## config.mk

```make
export PLATFORM = sky130hd
export DESIGN_NAME = sar_seq_ctrl
export DESIGN_NICKNAME = d
export VERILOG_FILES = /design/src/rtl/sar_seq_pkg.sv /design/src/rtl/sar_seq_edges.sv /design/src/rtl/sar_seq_trial.sv /design/src/rtl/sar_seq_dout.sv /design/src/rtl/sar_seq_ctrl.sv
export SDC_FILE = /design/constraint.sdc
export NUM_CORES = 1
export LEC_CHECK = 0
export BUFFER_PORTS_ARGS = -buffer_cell sky130_fd_sc_hd__buf_4
export CORE_MARGIN = 1.5
export CORE_UTILIZATION = 60
export CTS_BUF_LIST = sky130_fd_sc_hd__clkbuf_2 sky130_fd_sc_hd__clkbuf_4 sky130_fd_sc_hd__clkbuf_8
export CTS_CLUSTER_DIAMETER = 60
export DETAILED_ROUTE_END_ITERATION = 7
export PLACE_DENSITY = 0.92
export SYNTH_ARGS = -nofsm -noshare
export SYNTH_HDL_FRONTEND = slang
export SYNTH_SLANG_ARGS = --single-unit
```

## constraint.sdc

```tcl
create_clock -name clk_i -period 2.6 [get_ports clk_i]
set_input_delay 0.13 -clock clk_i [delete_from_list [all_inputs] [get_ports clk_i]]
set_output_delay 0.13 -clock clk_i [all_outputs]
set_load 0.01 [all_outputs]
```

## src/rtl/sar_seq_pkg.sv

```systemverilog
package sar_seq_pkg;
  typedef enum logic [2:0] {
    ST_IDLE, ST_ARM, ST_TRACK, ST_CONV, ST_LSB, ST_DONE
  } seq_state_e;

  typedef enum logic [1:0] {
    SRC_HOLD, SRC_CMP, SRC_WORD, SRC_TAIL
  } dout_src_e;
endpackage

```

## src/rtl/sar_seq_edges.sv

```systemverilog
module sar_seq_edges #(
  parameter int unsigned SEL_CYC = 4
) (
  input  logic clk_i,
  input  logic rst_ni,
  input  logic sclk_i,
  input  logic cs_ni,
  output logic sclk_rise_o,
  output logic sclk_fall_o,
  output logic cs_fall_o,
  output logic sel_rst_o
);
  localparam int unsigned CW = $clog2(SEL_CYC + 1);
  localparam logic [CW-1:0] LIM = CW'(SEL_CYC - 1);

  logic sclk_q, cs_q, both_hi;
  logic [CW-1:0] hi_cnt;

  assign both_hi = sclk_i & cs_ni;

  always_ff @(posedge clk_i or negedge rst_ni) begin
    if (!rst_ni) begin
      sclk_q <= 1'b0;
      cs_q   <= 1'b1;
      hi_cnt <= '0;
    end else begin
      sclk_q <= sclk_i;
      cs_q   <= cs_ni;
      if (!both_hi)         hi_cnt <= '0;
      else if (hi_cnt != LIM) hi_cnt <= hi_cnt + 1'b1;
    end
  end

  assign sclk_rise_o = ~sclk_q & sclk_i;
  assign sclk_fall_o = sclk_q & ~sclk_i;
  assign cs_fall_o   = cs_q & ~cs_ni;
  // fires on the SEL_CYC-th consecutive edge with both high
  assign sel_rst_o   = both_hi & (hi_cnt == LIM);
endmodule

```

## src/rtl/sar_seq_trial.sv

```systemverilog
module sar_seq_trial #(
  parameter int unsigned N_BITS = 8
) (
  input  logic                      clk_i,
  input  logic                      rst_ni,
  input  logic                      clr_i,
  input  logic                      load_i,
  input  logic                      decide_i,
  input  logic [$clog2(N_BITS)-1:0] idx_i,
  input  logic                      cmp_i,
  output logic [N_BITS-1:0]         code_o
);
  for (genvar j = 0; j < N_BITS; j++) begin : g_bit
    logic bit_q;
    always_ff @(posedge clk_i or negedge rst_ni) begin
      if (!rst_ni)      bit_q <= 1'b0;
      else if (clr_i)   bit_q <= 1'b0;
      else if (load_i)  bit_q <= (j == N_BITS - 1);
      else if (decide_i) begin
        if (int'(idx_i) == j)          bit_q <= cmp_i;
        else if (int'(idx_i) == j + 1) bit_q <= 1'b1;
      end
    end
    assign code_o[j] = bit_q;
  end
endmodule

```

## src/rtl/sar_seq_dout.sv

```systemverilog
module sar_seq_dout
  import sar_seq_pkg::*;
#(
  parameter int unsigned N_BITS      = 8,
  parameter int unsigned LSB_READOUT = 1
) (
  input  logic                      clk_i,
  input  logic                      rst_ni,
  input  logic                      clr_i,
  input  dout_src_e                 src_i,
  input  logic                      cmp_i,
  input  logic [N_BITS-1:0]         word_i,
  input  logic [$clog2(N_BITS)-1:0] ptr_i,
  output logic                      dout_o
);
  logic dout_q, tail_d, nxt;

  if (LSB_READOUT != 0) begin : g_lsb
    assign tail_d = 1'b0;
  end else begin : g_hold
    assign tail_d = dout_q;
  end

  always_comb begin
    unique case (src_i)
      SRC_CMP:  nxt = cmp_i;
      SRC_WORD: nxt = word_i[ptr_i];
      SRC_TAIL: nxt = tail_d;
      default:  nxt = dout_q;
    endcase
  end

  always_ff @(posedge clk_i or negedge rst_ni) begin
    if (!rst_ni)    dout_q <= 1'b0;
    else if (clr_i) dout_q <= 1'b0;
    else            dout_q <= nxt;
  end

  assign dout_o = dout_q;
endmodule

```

## src/rtl/sar_seq_ctrl.sv

```systemverilog
module sar_seq_ctrl
  import sar_seq_pkg::*;
#(
  parameter int unsigned N_BITS      = 8,
  parameter int unsigned SEL_CYC     = 4,
  parameter int unsigned LSB_READOUT = 1
) (
  input  logic              clk_i,
  input  logic              rst_ni,
  input  logic              cs_ni,
  input  logic              sclk_i,
  input  logic              cmp_i,
  output logic [N_BITS-1:0] trial_o,
  output logic              dout_o,
  output logic              dout_en_o,
  output logic              busy_o,
  output logic              busy_en_o
);
  localparam int unsigned CNT_W = $clog2(N_BITS);
  localparam logic [CNT_W-1:0] LAST = CNT_W'(N_BITS - 1);

  seq_state_e state_q, state_d;
  logic [CNT_W-1:0] cnt_q, cnt_d, idx;
  logic busy_q, busy_d;
  logic sclk_rise, sclk_fall, cs_fall, sel_rst;
  logic active, rise_ok, fall_ok;
  logic clr, load, decide, dclr;
  dout_src_e src;

  sar_seq_edges #(.SEL_CYC(SEL_CYC)) u_edges (
    .clk_i       (clk_i),
    .rst_ni      (rst_ni),
    .sclk_i      (sclk_i),
    .cs_ni       (cs_ni),
    .sclk_rise_o (sclk_rise),
    .sclk_fall_o (sclk_fall),
    .cs_fall_o   (cs_fall),
    .sel_rst_o   (sel_rst)
  );

  assign active  = ~cs_ni;
  assign rise_ok = sclk_rise & active;
  assign fall_ok = sclk_fall & active;
  assign idx     = LAST - cnt_q;

  always_comb begin
    state_d = state_q;
    cnt_d   = cnt_q;
    busy_d  = busy_q;
    clr     = 1'b0;
    load    = 1'b0;
    decide  = 1'b0;
    dclr    = 1'b0;
    src     = SRC_HOLD;
    if (sel_rst) begin
      state_d = ST_IDLE;
      cnt_d   = '0;
      busy_d  = 1'b0;
      clr     = 1'b1;
      dclr    = 1'b1;
    end else begin
      unique case (state_q)
        ST_IDLE, ST_DONE: begin
          if (cs_fall) begin
            state_d = ST_ARM;
            cnt_d   = '0;
            dclr    = 1'b1;
          end else if (fall_ok && state_q == ST_DONE) begin
            src = SRC_TAIL;
          end
        end
        ST_ARM: begin
          if (rise_ok) begin
            state_d = ST_TRACK;
            load    = 1'b1;
          end
        end
        ST_TRACK, ST_CONV: begin
          if (fall_ok) begin
            decide = 1'b1;
            src    = SRC_CMP;
            if (cnt_q == LAST) begin
              busy_d  = 1'b0;
              cnt_d   = CNT_W'(1);
              state_d = (LSB_READOUT != 0) ? ST_LSB : ST_DONE;
            end else begin
              busy_d  = 1'b1;
              cnt_d   = cnt_q + 1'b1;
              state_d = ST_CONV;
            end
          end
        end
        ST_LSB: begin
          if (fall_ok) begin
            src = SRC_WORD;
            if (cnt_q == LAST) begin
              state_d = ST_DONE;
              cnt_d   = '0;
            end else begin
              cnt_d = cnt_q + 1'b1;
            end
          end
        end
        default: state_d = ST_IDLE;
      endcase
    end
  end

  always_ff @(posedge clk_i or negedge rst_ni) begin
    if (!rst_ni) begin
      state_q <= ST_IDLE;
      cnt_q   <= '0;
      busy_q  <= 1'b0;
    end else begin
      state_q <= state_d;
      cnt_q   <= cnt_d;
      busy_q  <= busy_d;
    end
  end

  sar_seq_trial #(.N_BITS(N_BITS)) u_trial (
    .clk_i    (clk_i),
    .rst_ni   (rst_ni),
    .clr_i    (clr),
    .load_i   (load),
    .decide_i (decide),
    .idx_i    (idx),
    .cmp_i    (cmp_i),
    .code_o   (trial_o)
  );

  sar_seq_dout #(.N_BITS(N_BITS), .LSB_READOUT(LSB_READOUT)) u_dout (
    .clk_i  (clk_i),
    .rst_ni (rst_ni),
    .clr_i  (dclr),
    .src_i  (src),
    .cmp_i  (cmp_i),
    .word_i (trial_o),
    .ptr_i  (cnt_q),
    .dout_o (dout_o)
  );

  assign busy_o    = busy_q;
  assign dout_en_o = active;
  assign busy_en_o = active;
endmodule

```

==> impl_metrics.json, run 1 <==
{
  "postRouteAntennaNets": 0,
  "required_ps": 2810,
  "syn_area_per_cell_sq_um": 9.25,
  "n_fill_cell": 175,
  "holdPathEnd": "u_trial.g_bit[7].bit_q",
  "yosysSeqAreaShare_pct": 37.0,
  "fin_nets": 176,
  "rsz0062_at_grt": "no",
  "rr_startpoint": "state_q[1]",
  "tightest_slew_ps": 597,
  "fp-row-count": 17,
  "clock_latency_ps": 320,
  "grt_pass1_vias": 1103,
  "min_from": "cmp_i",
  "slew_violations": 0,
  "ir_drop_v": 0.000575,
  "setup_violations": 0,
  "powerDensity_nw_per_um2": 659,
  "syn_nets": 169,
  "grt_use_total_pct": 26.3,
  "antenna_found_initial": 0,
  "cap_violations": 0,
  "final_common_cell": "dfrtp_1",
  "grt_pass1_wl_microns": 5090,
  "hold_viol": 0,
  "coreArea_sq_um": 2230,
  "cts_inserted_buffers": 3,
  "drt_iter0_drc": 34,
  "die_w_microns": 51.7,
  "syn_to_final_growth_pct": 6.76,
  "wl_per_cell_microns": 16.6,
  "finalSetupTns_ps": 0,
  "arrival_ps": 2430,
  "tritoncts": "built",
  "io_pins": 17,
  "initial_core_util_pct": 63.8,
  "viasPerCell": 6.21,
  "yosys_register_bits": 21,
  "synth_warnings": 0,
  "overflow": 0,
  "end_kind": "register",
  "drt_pass1_iterations": 5,
  "cts-root-buf": "clkbuf_4",
  "finalWirelength_microns": 3120,
  "max_freq_mhz": 451,
  "dpl.hpwl_microns": 2160,
  "final_cell_mix": "20 x dfrtp_1, 18 x a21oi_1, 16 x buf_4",
  "clk_pin_slew_ps": 120,
  "hold_depth": 3,
  "worstReg2RegEnd": "u_dout.dout_o",
  "start_kind": "register",
  "cts_htree_levels": 1,
  "layout_worst_path_cycle_share_pct": 85.3,
  "diodes": 0,
  "netlist_instances": 154,
  "die_area_sq_um": 2680,
  "rrSetupSlack_ps": 380,
  "critPathKind": "reg2reg",
  "routed-via-count": 1168,
  "ys_types": 38,
  "finalPower_mw": 1.00,
  "cts-root-to-sink-buffers": 2,
  "min_period_ps": 2220,
  "drive_above_1_share_pct": 15.6,
  "p_leak_nw": 0.735,
  "status": "finished clean",
  "post-cts-setup-buffers": 0,
  "grt_max_degree": 22,
  "worstPathMaxFanout": 13,
  "drc_errors": 0,
  "io_buffers": 16,
  "die_y_microns": 51.7,
  "worstHoldPathType": "in2reg",
  "synth_area_sq_um": 1430,
  "r2r_cells": 6,
  "clkSinkCount": 21,
  "fin_skew_ps": 7.41,
  "relSlewSlack_pct": 59.8,
  "gp_congestion": 0.938
}
worst max-delay path by stage:
stage | startpoint | to | slack (ps) | cells after the start
after floorplan | state_q[2] | u_dout.dout_o | 640 | 9
after CTS | state_q[1] | u_dout.dout_o | 410 | 6
after detailed placement | state_q[1] | u_dout.dout_o | 430 | 6
after global placement | state_q[1] | u_dout.dout_o | 520 | 6
final | state_q[1] | u_dout.dout_o | 380 | 6
after global routing | state_q[0] | u_dout.dout_o | 210 | 7
repair_timing:
| action | 4_1_cts | 5_1_grt |
|---|---|---|
| hold buffers | 3 | 0 |
| resized for setup | 0 | 0 |
| endpoints found under the hold margin | 23 | 0 |
cells in the mapped netlist:
cell       number  area, sq um
or3b_2          2         17.5
o211ai_1        2         15.0
nand2_1         9         33.8
nor2_1         10         37.5
a211oi_1        2         15.0
o21a_1          4         30.0
inv_1           8         30.0
nor4b_1         1         8.76
clkinv_1        1         3.75
dfrtp_1        20          500
nor3b_4         1         18.8
dfstp_2         1         26.3
o21ai_0         3         15.0
o22ai_1         3         18.8
o21bai_1        1         7.51
nand3_1         7         35.0
and3_1          2         12.5
nand4_1         2         12.5
a31oi_1         1         6.26
a311oi_1        5         43.8
buf_6           2         22.5
and2_1          1         6.26
o2111ai_1       1         8.76
buf_2           2         10.0
nand2b_1        2         12.5
a21o_1          4         30.0
clkbuf_1        3         11.3
a21oi_1        18         90.1
nor2b_1         4         25.0
o311ai_0        1         8.76
nor4_1          2         12.5
a211o_1         1         8.76
buf_4          10         75.1
xor2_1          2         17.5
mux2i_1         4         40.0
mux4_2          1         22.5
ha_1           10          125
o311a_1         1         10.0
metal layers:
metal | GRT usage [%] | up-vias | share of wire (%)
met3 | 6.03 | 8 | 5.0
met4 | 11.0 | 0 | 2.2
li1 | - | 558 | -
met5 | 0 | - | 0
met1 | 30.5 | 558 | 41
met2 | 46.6 | 44 | 51
power breakdown:
part	switching [mW]	internal, mW
Sequential	0.0869	0.387
Clock	0.107	0.0589
Combinational	0.193	0.170
sequential cells by signal (all words and copies together), names as in the netlist:
signal,count
u_trial.g_bit.bit_q,8
u_dout.dout_o,1
state_q,3
u_edges.hi_cnt,3
busy_o,1
cnt_q,3
u_edges.sclk_q,1
u_edges.cs_q,1
cell families after synthesis:
group,count (synthesis),synth area share (%)
AO/OA/AOI/OAI,47,21.6
AND/OR/NAND/NOR,43,16.3
buffers and inverters,26,10.7
flip-flops,21,37.0
adder cells (fa/ha/maj),10,8.78
multiplexers,5,4.39
XOR/XNOR,2,1.23
per-stage QoR:
stage	hold WS, ps	cell area, sq um	worst slack, ps	instances	utilization, %
after global routing	136	1520	212	188	68.1
after detailed placement	32.3	1460	425	181	65.4
after global placement	29.1	1460	517	181	65.4
after floorplan	-166	1430	638	154	-
after CTS	147	1520	410	188	68.1
final	155	1520	382	188	68.1
critical path, stage by stage, from the launching register on:
cell,delay [ps]
dfrtp_1,580
nor2b_1,370
o21ai_0,190
ha_1,340
or3b_2,440
o311ai_0,110
a21oi_1,90
cell type report:
cell class / instances / area (sq um) / area share [%]
Multi-Input combinational cell: 107 / 746 / 49.0
Clock inverter: 1 / 7.51 / 0.493
Timing Repair Buffer: 19 / 150 / 9.87
Tap cell: 28 / 35.0 / 2.30
Clock buffer: 3 / 22.5 / 1.48
Inverter: 9 / 33.8 / 2.22
Sequential cell: 21 / 527 / 34.6
No activity file was read; power rests on OpenSTA's default activity.
==> run 2: changes to the inputs <==
--- a/config.mk
+++ b/config.mk
@@ -6,6 +6,7 @@
 export NUM_CORES = 1
 export LEC_CHECK = 0
 export BUFFER_PORTS_ARGS = -buffer_cell sky130_fd_sc_hd__buf_4
+export CORE_ASPECT_RATIO = 0.9
 export CORE_MARGIN = 1.5
 export CORE_UTILIZATION = 60
 export CTS_BUF_LIST = sky130_fd_sc_hd__clkbuf_2 sky130_fd_sc_hd__clkbuf_4 sky130_fd_sc_hd__clkbuf_8
@@ -14,4 +15,5 @@
 export PLACE_DENSITY = 0.92
 export SYNTH_ARGS = -nofsm -noshare
 export SYNTH_HDL_FRONTEND = slang
+export SYNTH_HIERARCHICAL = 1
 export SYNTH_SLANG_ARGS = --single-unit
==> run 2 against run 1 <==
Net effect:
- register-to-register slack lost 140 ps
- synthesized area shrank 0.18%
- clock skew fell by 2.9 ps
- worst setup slack got worse by 140 ps
- synthesized cell count is 3.2% lower
- first-iteration DRC count increased by 50%
- design area is 0.49% lower
- final cell count down 3.2%
- power rose by 20%
- clock-buffer cell count is the same
- non-clock buffer count did not move
- highest routed layer unchanged
==> impl_metrics.json, run 2 <==
{
  "status": "finished clean",
  "ir_drop_v": 0.000444,
  "synth_warnings": 6,
  "syn_to_final_growth_pct": 6.42,
  "yosysMostFrequentCell": "dfrtp_1",
  "cts_htree_levels": 1,
  "clock_latency_ps": 300,
  "final_cell_mix": "20 x dfrtp_1, 16 x buf_4, 10 x inv_1",
  "layout_worst_path_cycle_share_pct": 90.6,
  "grt_pass1_vias": 1127,
  "relSlewSlack_pct": 68.7,
  "final_common_cell": "dfrtp_1",
  "overflow": 0,
  "syn_area_per_cell_sq_um": 9.55,
  "postRouteAntennaNets": 0,
  "powerDensity_nw_per_um2": 797,
  "post-cts-setup-buffers": 0,
  "fin_nets": 165,
  "drt_pass1_iterations": 4,
  "tritoncts": "built",
  "ctsResizeCount": 0,
  "coreArea_sq_um": 2200,
  "cts-root-buf": "clkbuf_4",
  "dpl.hpwl_microns": 2200,
  "final_cells": 182,
  "die_y_microns": 49.2,
  "netlist_instances": 149,
  "cts_inserted_buffers": 3,
  "tightest_slew_ps": 468,
  "finalSetupTns_ps": 0,
  "postSynth.asyncResetShare_pct": 100,
  "critPathKind": "reg2reg",
  "worstPathMaxFanout": 13,
  "start_kind": "register",
  "grt_use_total_pct": 25.3,
  "cap_violations": 0,
  "clk_pin_slew_ps": 130,
  "drc_errors": 0,
  "cts-root-to-sink-buffers": 2,
  "hold_buffers": 3,
  "ys_types": 46,
  "antenna_found_initial": 0,
  "yosys.area.top_type": "dfrtp_1",
  "drt_iter0_drc": 51,
  "die_w_microns": 54.3,
  "min_period_ps": 2360,
  "required_ps": 2810,
  "yosys_register_bits": 21,
  "yosysSeqAreaShare_pct": 37.0,
  "largest_reg_flops": 8,
  "rsz0062_at_grt": "no",
  "gp_congestion": 0.900,
  "initial_core_util_pct": 64.6,
  "syn_nets": 158,
  "die_area_sq_um": 2670,
  "drive_above_1_share_pct": 20.6,
  "end_kind": "register",
  "wl_per_cell_microns": 16.5,
  "p_leak_nw": 0.662,
  "arrival_ps": 2560,
  "clkSinkCount": 21,
  "regMostFlops": "u_trial/g_bit.bit_q",
  "max_freq_mhz": 425,
  "ys_top_cells_by_count": "20 x dfrtp_1, 10 x buf_4, 10 x inv_1, 9 x a21oi_1, 8 x nor2_1",
  "yosysTopAreaCellShare_pct": 35.2,
  "dp.cells": 175,
  "diodes": 0,
  "routed-via-count": 1147,
  "io_buffers": 16,
  "ys_top_cells_by_area": "dfrtp_1 35%, buf_4 5.3%, mux2i_1 4.2%, ha_1 3.5%, a21oi_1 3.2%",
  "slew_violations": 0,
  "synth_area_sq_um": 1420,
  "synth_enable_flop_cells": 0,
  "worstHoldPathType": "in2reg",
  "synthFlopType": "dfrtp_1",
  "fp-row-count": 16,
  "fin_skew_ps": 4.49,
  "hold_viol": 0,
  "viasPerCell": 6.30,
  "grt_max_degree": 22,
  "finalWirelength_microns": 3010,
  "finalPower_mw": 1.21,
  "io_pins": 17,
  "grt_pass1_wl_microns": 4980,
  "setup_violations": 0
}
[run 2: cell types whose count changed in the layout (fill, tap and decap cells not counted), moves of 3 or more]
cell / previous run / this run
nand2b_1: 2 / 6
ha_1: 10 / 4
nor3_1: 0 / 5
nand3_1: 7 / 2
and2b_1: 0 / 3
nand2_1: 9 / 6
a21o_1: 4 / 0
o21a_1: 4 / 0
a21oi_1: 18 / 9
[run 2: metrics by stage]
stage	util [%]	hold WS (ps)	instance area (sq um)	setup slack, ps
6_report	68.8	151	1510	245
5_1_grt	68.8	146	1510	86.2
4_1_cts	68.8	154	1510	252
3_5_place_dp	66.1	31.4	1460	296
3_3_place_gp	66.1	27.0	1460	427
2_1_floorplan	-	-166	1420	410
[run 2: critical path: stages (launching register included)]
cell and delay, ps:
dfrtp_1 410, ha_1 200, ha_1 240, and3_2 350, nor3_1 380, and2b_1 300, a21oi_1 100, a311oi_1 280
[run 2: report_power, final]
part	switching, mW	internal (mW)	total [mW]	leakage (nW)
registers	0.121	0.410	0.531	0.268
logic	0.268	0.247	0.515	0.376
clock network	0.104	0.0573	0.161	0.0177
total	0.493	0.714	1.21	0.662
[run 2: final cells by class]
| type | count | area (sq um) |
|---|---|---|
| Clock buffer | 3 | 22.5 |
| Clock inverter | 1 | 5.00 |
| Fill cell | 173 | 688 |
| Inverter | 10 | 37.5 |
| Multi-Input combinational cell | 101 | 738 |
| Sequential cell | 21 | 527 |
| Tap cell | 27 | 33.8 |
| Timing Repair Buffer | 19 | 150 |
[run 2: metal layers]
| layer | vias up | global-route usage [%] | part of all wire (%) | wire length, microns |
|---|---|---|---|---|
| met4 | 0 | 10.0 | 0.40 | 12 |
| met2 | 49 | 39.8 | 52 | 1570 |
| met1 | 549 | 34.4 | 41 | 1240 |
| met5 | - | 0 | 0 | 0 |
| li1 | 547 | - | - | - |
| met3 | 2 | 3.68 | 6.3 | 190 |
[run 2: final timing paths]
| kind | from | to | slack (ps) | cells past startpoint |
|---|---|---|---|---|
| setup / recovery | u_edges/hi_cnt[0] | u_trial/g_bit[0].bit_q | 240 | 7 |
| hold reg to reg | u_edges/hi_cnt[2] | u_edges/hi_cnt[2] | 550 | 2 |
| max in group asynchronous | rst_ni | u_edges/cs_q | 2100 | 2 |
| hold / removal | cmp_i | u_dout/dout_o | 150 | 3 |
| setup reg to reg | u_edges/hi_cnt[0] | u_trial/g_bit[0].bit_q | 240 | 7 |
| min in group asynchronous | rst_ni | u_trial/g_bit[7].bit_q | 230 | 2 |
[run 2: cell families (layout without fill, tap and decap cells)]
kind of cell,Yosys count,count (layout),synth area share (%)
AO/OA/AOI/OAI,40,40,20.5
XOR/XNOR,1,1,0.616
adder cells (fa/ha/maj),4,4,3.52
buffers and inverters,27,33,11.1
flip-flops,21,21,37.0
multiplexers,8,8,6.86
AND/OR/NAND/NOR,48,48,20.4
==> run 3: changes to the inputs <==
--- a/config.mk
+++ b/config.mk
@@ -5,6 +5,7 @@
 export SDC_FILE = /design/constraint.sdc
 export NUM_CORES = 1
 export LEC_CHECK = 0
+export ABC_AREA = 1
 export BUFFER_PORTS_ARGS = -buffer_cell sky130_fd_sc_hd__buf_4
 export CORE_ASPECT_RATIO = 0.9
 export CORE_MARGIN = 1.5
@@ -12,7 +13,7 @@
 export CTS_BUF_LIST = sky130_fd_sc_hd__clkbuf_2 sky130_fd_sc_hd__clkbuf_4 sky130_fd_sc_hd__clkbuf_8
 export CTS_CLUSTER_DIAMETER = 60
 export DETAILED_ROUTE_END_ITERATION = 7
-export PLACE_DENSITY = 0.92
+export PLACE_DENSITY = 0.91
 export SYNTH_ARGS = -nofsm -noshare
 export SYNTH_HDL_FRONTEND = slang
 export SYNTH_HIERARCHICAL = 1
==> run 3 against run 2 <==
Net effect:
- via count is 25% higher
- register-to-register slack better by 100 ps
- core utilization up 0.27 points
- synthesized cell count is 58% higher
- synthesized area is 9.8% higher
- sequential power is 4.0% higher
- global-route usage fell by 2.3 points
- clock power rose by 4%
- maximum frequency increased by 4.5%
- largest cell class unchanged
- largest power group is now combinational logic
==> impl_metrics.json, run 3 <==
{
  "max_freq_mhz": 444,
  "powerDensity_nw_per_um2": 891,
  "hold_viol": 0,
  "dpl.hpwl_microns": 2320,
  "drt_iter0_drc": 76,
  "fin_skew_ps": 10.8,
  "io_buffers": 16,
  "slew_violations": 0,
  "register_area_sq_um": 527,
  "end_kind": "register",
  "fin_nets": 257,
  "regMostFlops": "u_trial/g_bit.bit_q",
  "syn_to_final_growth_pct": 9.05,
  "coreArea_sq_um": 2470,
  "worstPathMaxFanout": 14,
  "yosysTopAreaCellShare_pct": 32.1,
  "overflow": 0,
  "status": "finished clean",
  "clock_latency_ps": 320,
  "fp-row-count": 17,
  "ir_drop_v": 0.000762,
  "cts-root-to-sink-buffers": 2,
  "grt_pass1_wl_microns": 5200,
  "die_w_microns": 56.8,
  "required_ps": 2830,
  "viasPerCell": 5.20,
  "ys_types": 28,
  "yosys_register_bits": 21,
  "dp.cells": 268,
  "antenna_found_initial": 0,
  "grt_max_degree": 22,
  "wl_per_cell_microns": 11.5,
  "fin_util_pct": 69.0,
  "cts-root-buf": "clkbuf_4",
  "start_kind": "register",
  "final_common_cell": "nand2_1",
  "rsz0062_at_grt": "no",
  "postRouteAntennaNets": 0,
  "syn_nets": 244,
  "route.met3.wl_microns": 161,
  "multi_input_area_sq_um": 800,
  "routed-via-count": 1431,
  "netlist_instances": 235,
  "top_layer_used": "met4",
  "yosys.area.top_type": "dfrtp_1",
  "clk_pin_slew_ps": 130,
  "yosysMostFrequentCell": "nand2_1",
  "wl_met1_microns": 1490,
  "synth_area_sq_um": 1560,
  "placed_area_sq_um": 1630,
  "ys_top_cells_by_count": "70 x nand2_1, 37 x inv_1, 29 x nor2_1, 20 x dfrtp_1, 16 x nand3_1",
  "worstHoldPathType": "in2reg",
  "die_y_microns": 51.4,
  "synth_enable_flop_cells": 0,
  "cts_inserted_buffers": 3,
  "postSynth.asyncResetShare_pct": 100,
  "n_fill_cell": 211,
  "drive_above_1_share_pct": 19.4,
  "p_leak_nw": 1.00,
  "clkSinkCount": 21,
  "drt_pass1_iterations": 4,
  "syn_area_per_cell_sq_um": 6.64,
  "synth_warnings": 6,
  "synthFlopType": "dfrtp_1",
  "grt_pass1_vias": 1256,
  "grt_use_total_pct": 23.0,
  "drc_errors": 0,
  "relSlewSlack_pct": 73.7,
  "final_cell_mix": "70 x nand2_1, 37 x inv_1, 28 x nor2_1",
  "routed-wl-met2_microns": 1480,
  "layout_worst_path_cycle_share_pct": 86.7,
  "initial_core_util_pct": 63.3,
  "cts_htree_levels": 1,
  "min_period_ps": 2250,
  "die_area_sq_um": 2920,
  "largest_reg_flops": 8,
  "fin_area_sq_um": 1700,
  "cap_violations": 0,
  "io_pins": 17,
  "finalWirelength_microns": 3160,
  "tritoncts": "built",
  "gp_congestion": 0.946,
  "setup_violations": 0,
  "diodes": 0,
  "tightest_slew_ps": 392,
  "critPathKind": "reg2reg",
  "yosysSeqAreaShare_pct": 33.7,
  "holdWs_ps": 184,
  "arrival_ps": 2480,
  "final_cells": 275,
  "ys_top_cells_by_area": "dfrtp_1 32%, nand2_1 17%, inv_1 8.9%, nor2_1 7.0%, nand3_1 5.1%"
}
==> run 3: cell count changes after synthesis, moves of 6 or more <==
cell | before | now
nand2_2 | 1 | 7
nand2b_1 | 6 | 0
inv_1 | 10 | 37
nand3_1 | 2 | 16
mux2i_1 | 6 | 0
nand2_1 | 6 | 70
nor2_1 | 8 | 29
==> run 3: stage by stage <==
step                TNS [ps]  power, mW  worst slack (ps)
floorplan                  0       1.17               679
global placement           0       1.32              60.8
detailed placement      -277       1.34              -136
CTS                        0       1.52               101
global route               0       1.65               179
finish                     0       1.52               347
==> run 3: cells by family after synthesis <==
family                   count (synthesis)  synth area share [%]
adder cells (fa/ha/maj)                  4                  3.21
AO/OA/AOI/OAI                           20                  8.41
AND/OR/NAND/NOR                        136                  38.8
flip-flops                              21                  33.7
buffers and inverters                   54                  15.9
==> run 3: worst paths after layout <==
| path | start | end | slack (ps) | depth (start not counted) |
|---|---|---|---|---|
| max | u_edges/hi_cnt[0] | u_trial/g_bit[5].bit_q | 350 | 11 |
| min | cmp_i | u_trial/g_bit[2].bit_q | 180 | 5 |
| max reg2reg | u_edges/hi_cnt[0] | u_trial/g_bit[5].bit_q | 350 | 11 |
| min reg2reg | u_edges/hi_cnt[2] | u_edges/hi_cnt[2] | 540 | 2 |
| max in group asynchronous | rst_ni | u_edges/cs_q | 2100 | 2 |
| min in group asynchronous | rst_ni | u_trial/g_bit[7].bit_q | 220 | 2 |
==> run 3: repair_timing <==
action,4_1_cts,5_1_grt
endpoints found under the hold margin,23,0
setup endpoints to repair,3,3
gates resized for setup,1,2
hold buffers,3,0
buffers inserted,0,0
pin swaps,0,0
==> run 3: final cells by class <==
cell class              count  share of cell area (%)
well taps                  28                    2.06
clock buffers               3                    1.32
flip-flops and latches     21                    30.9
inverters                  43                    9.63
repair buffers             19                    8.82
multi-input cells         160                    47.0
clock inverters             1                   0.294
==> run 3: metal layers <==
| metal | up-vias | global-route usage (%) |
|---|---|---|
| met3 | 8 | 6.08 |
| met4 | 0 | 5.43 |
| met1 | 641 | 30.7 |
| li1 | 730 | - |
| met5 | - | 0 |
| met2 | 52 | 37.6 |
==> run 3: worst max-delay path, cell delays in order, from the launching register on <==
cell	delay [ps]
dfrtp_1	400
ha_1	170
ha_1	200
inv_2	80
nor2_4	300
nor3_1	160
nor2_4	300
nand2_1	180
inv_1	140
nor2_1	50
nor2_1	120
nor2_1	50
==> run 3: where the power goes <==
part           switching, mW  total (mW)  leakage (nW)  internal [mW]
clock                  0.109       0.167        0.0177         0.0576
combinational          0.476       0.799         0.728          0.323
sequential             0.117       0.552         0.255          0.435
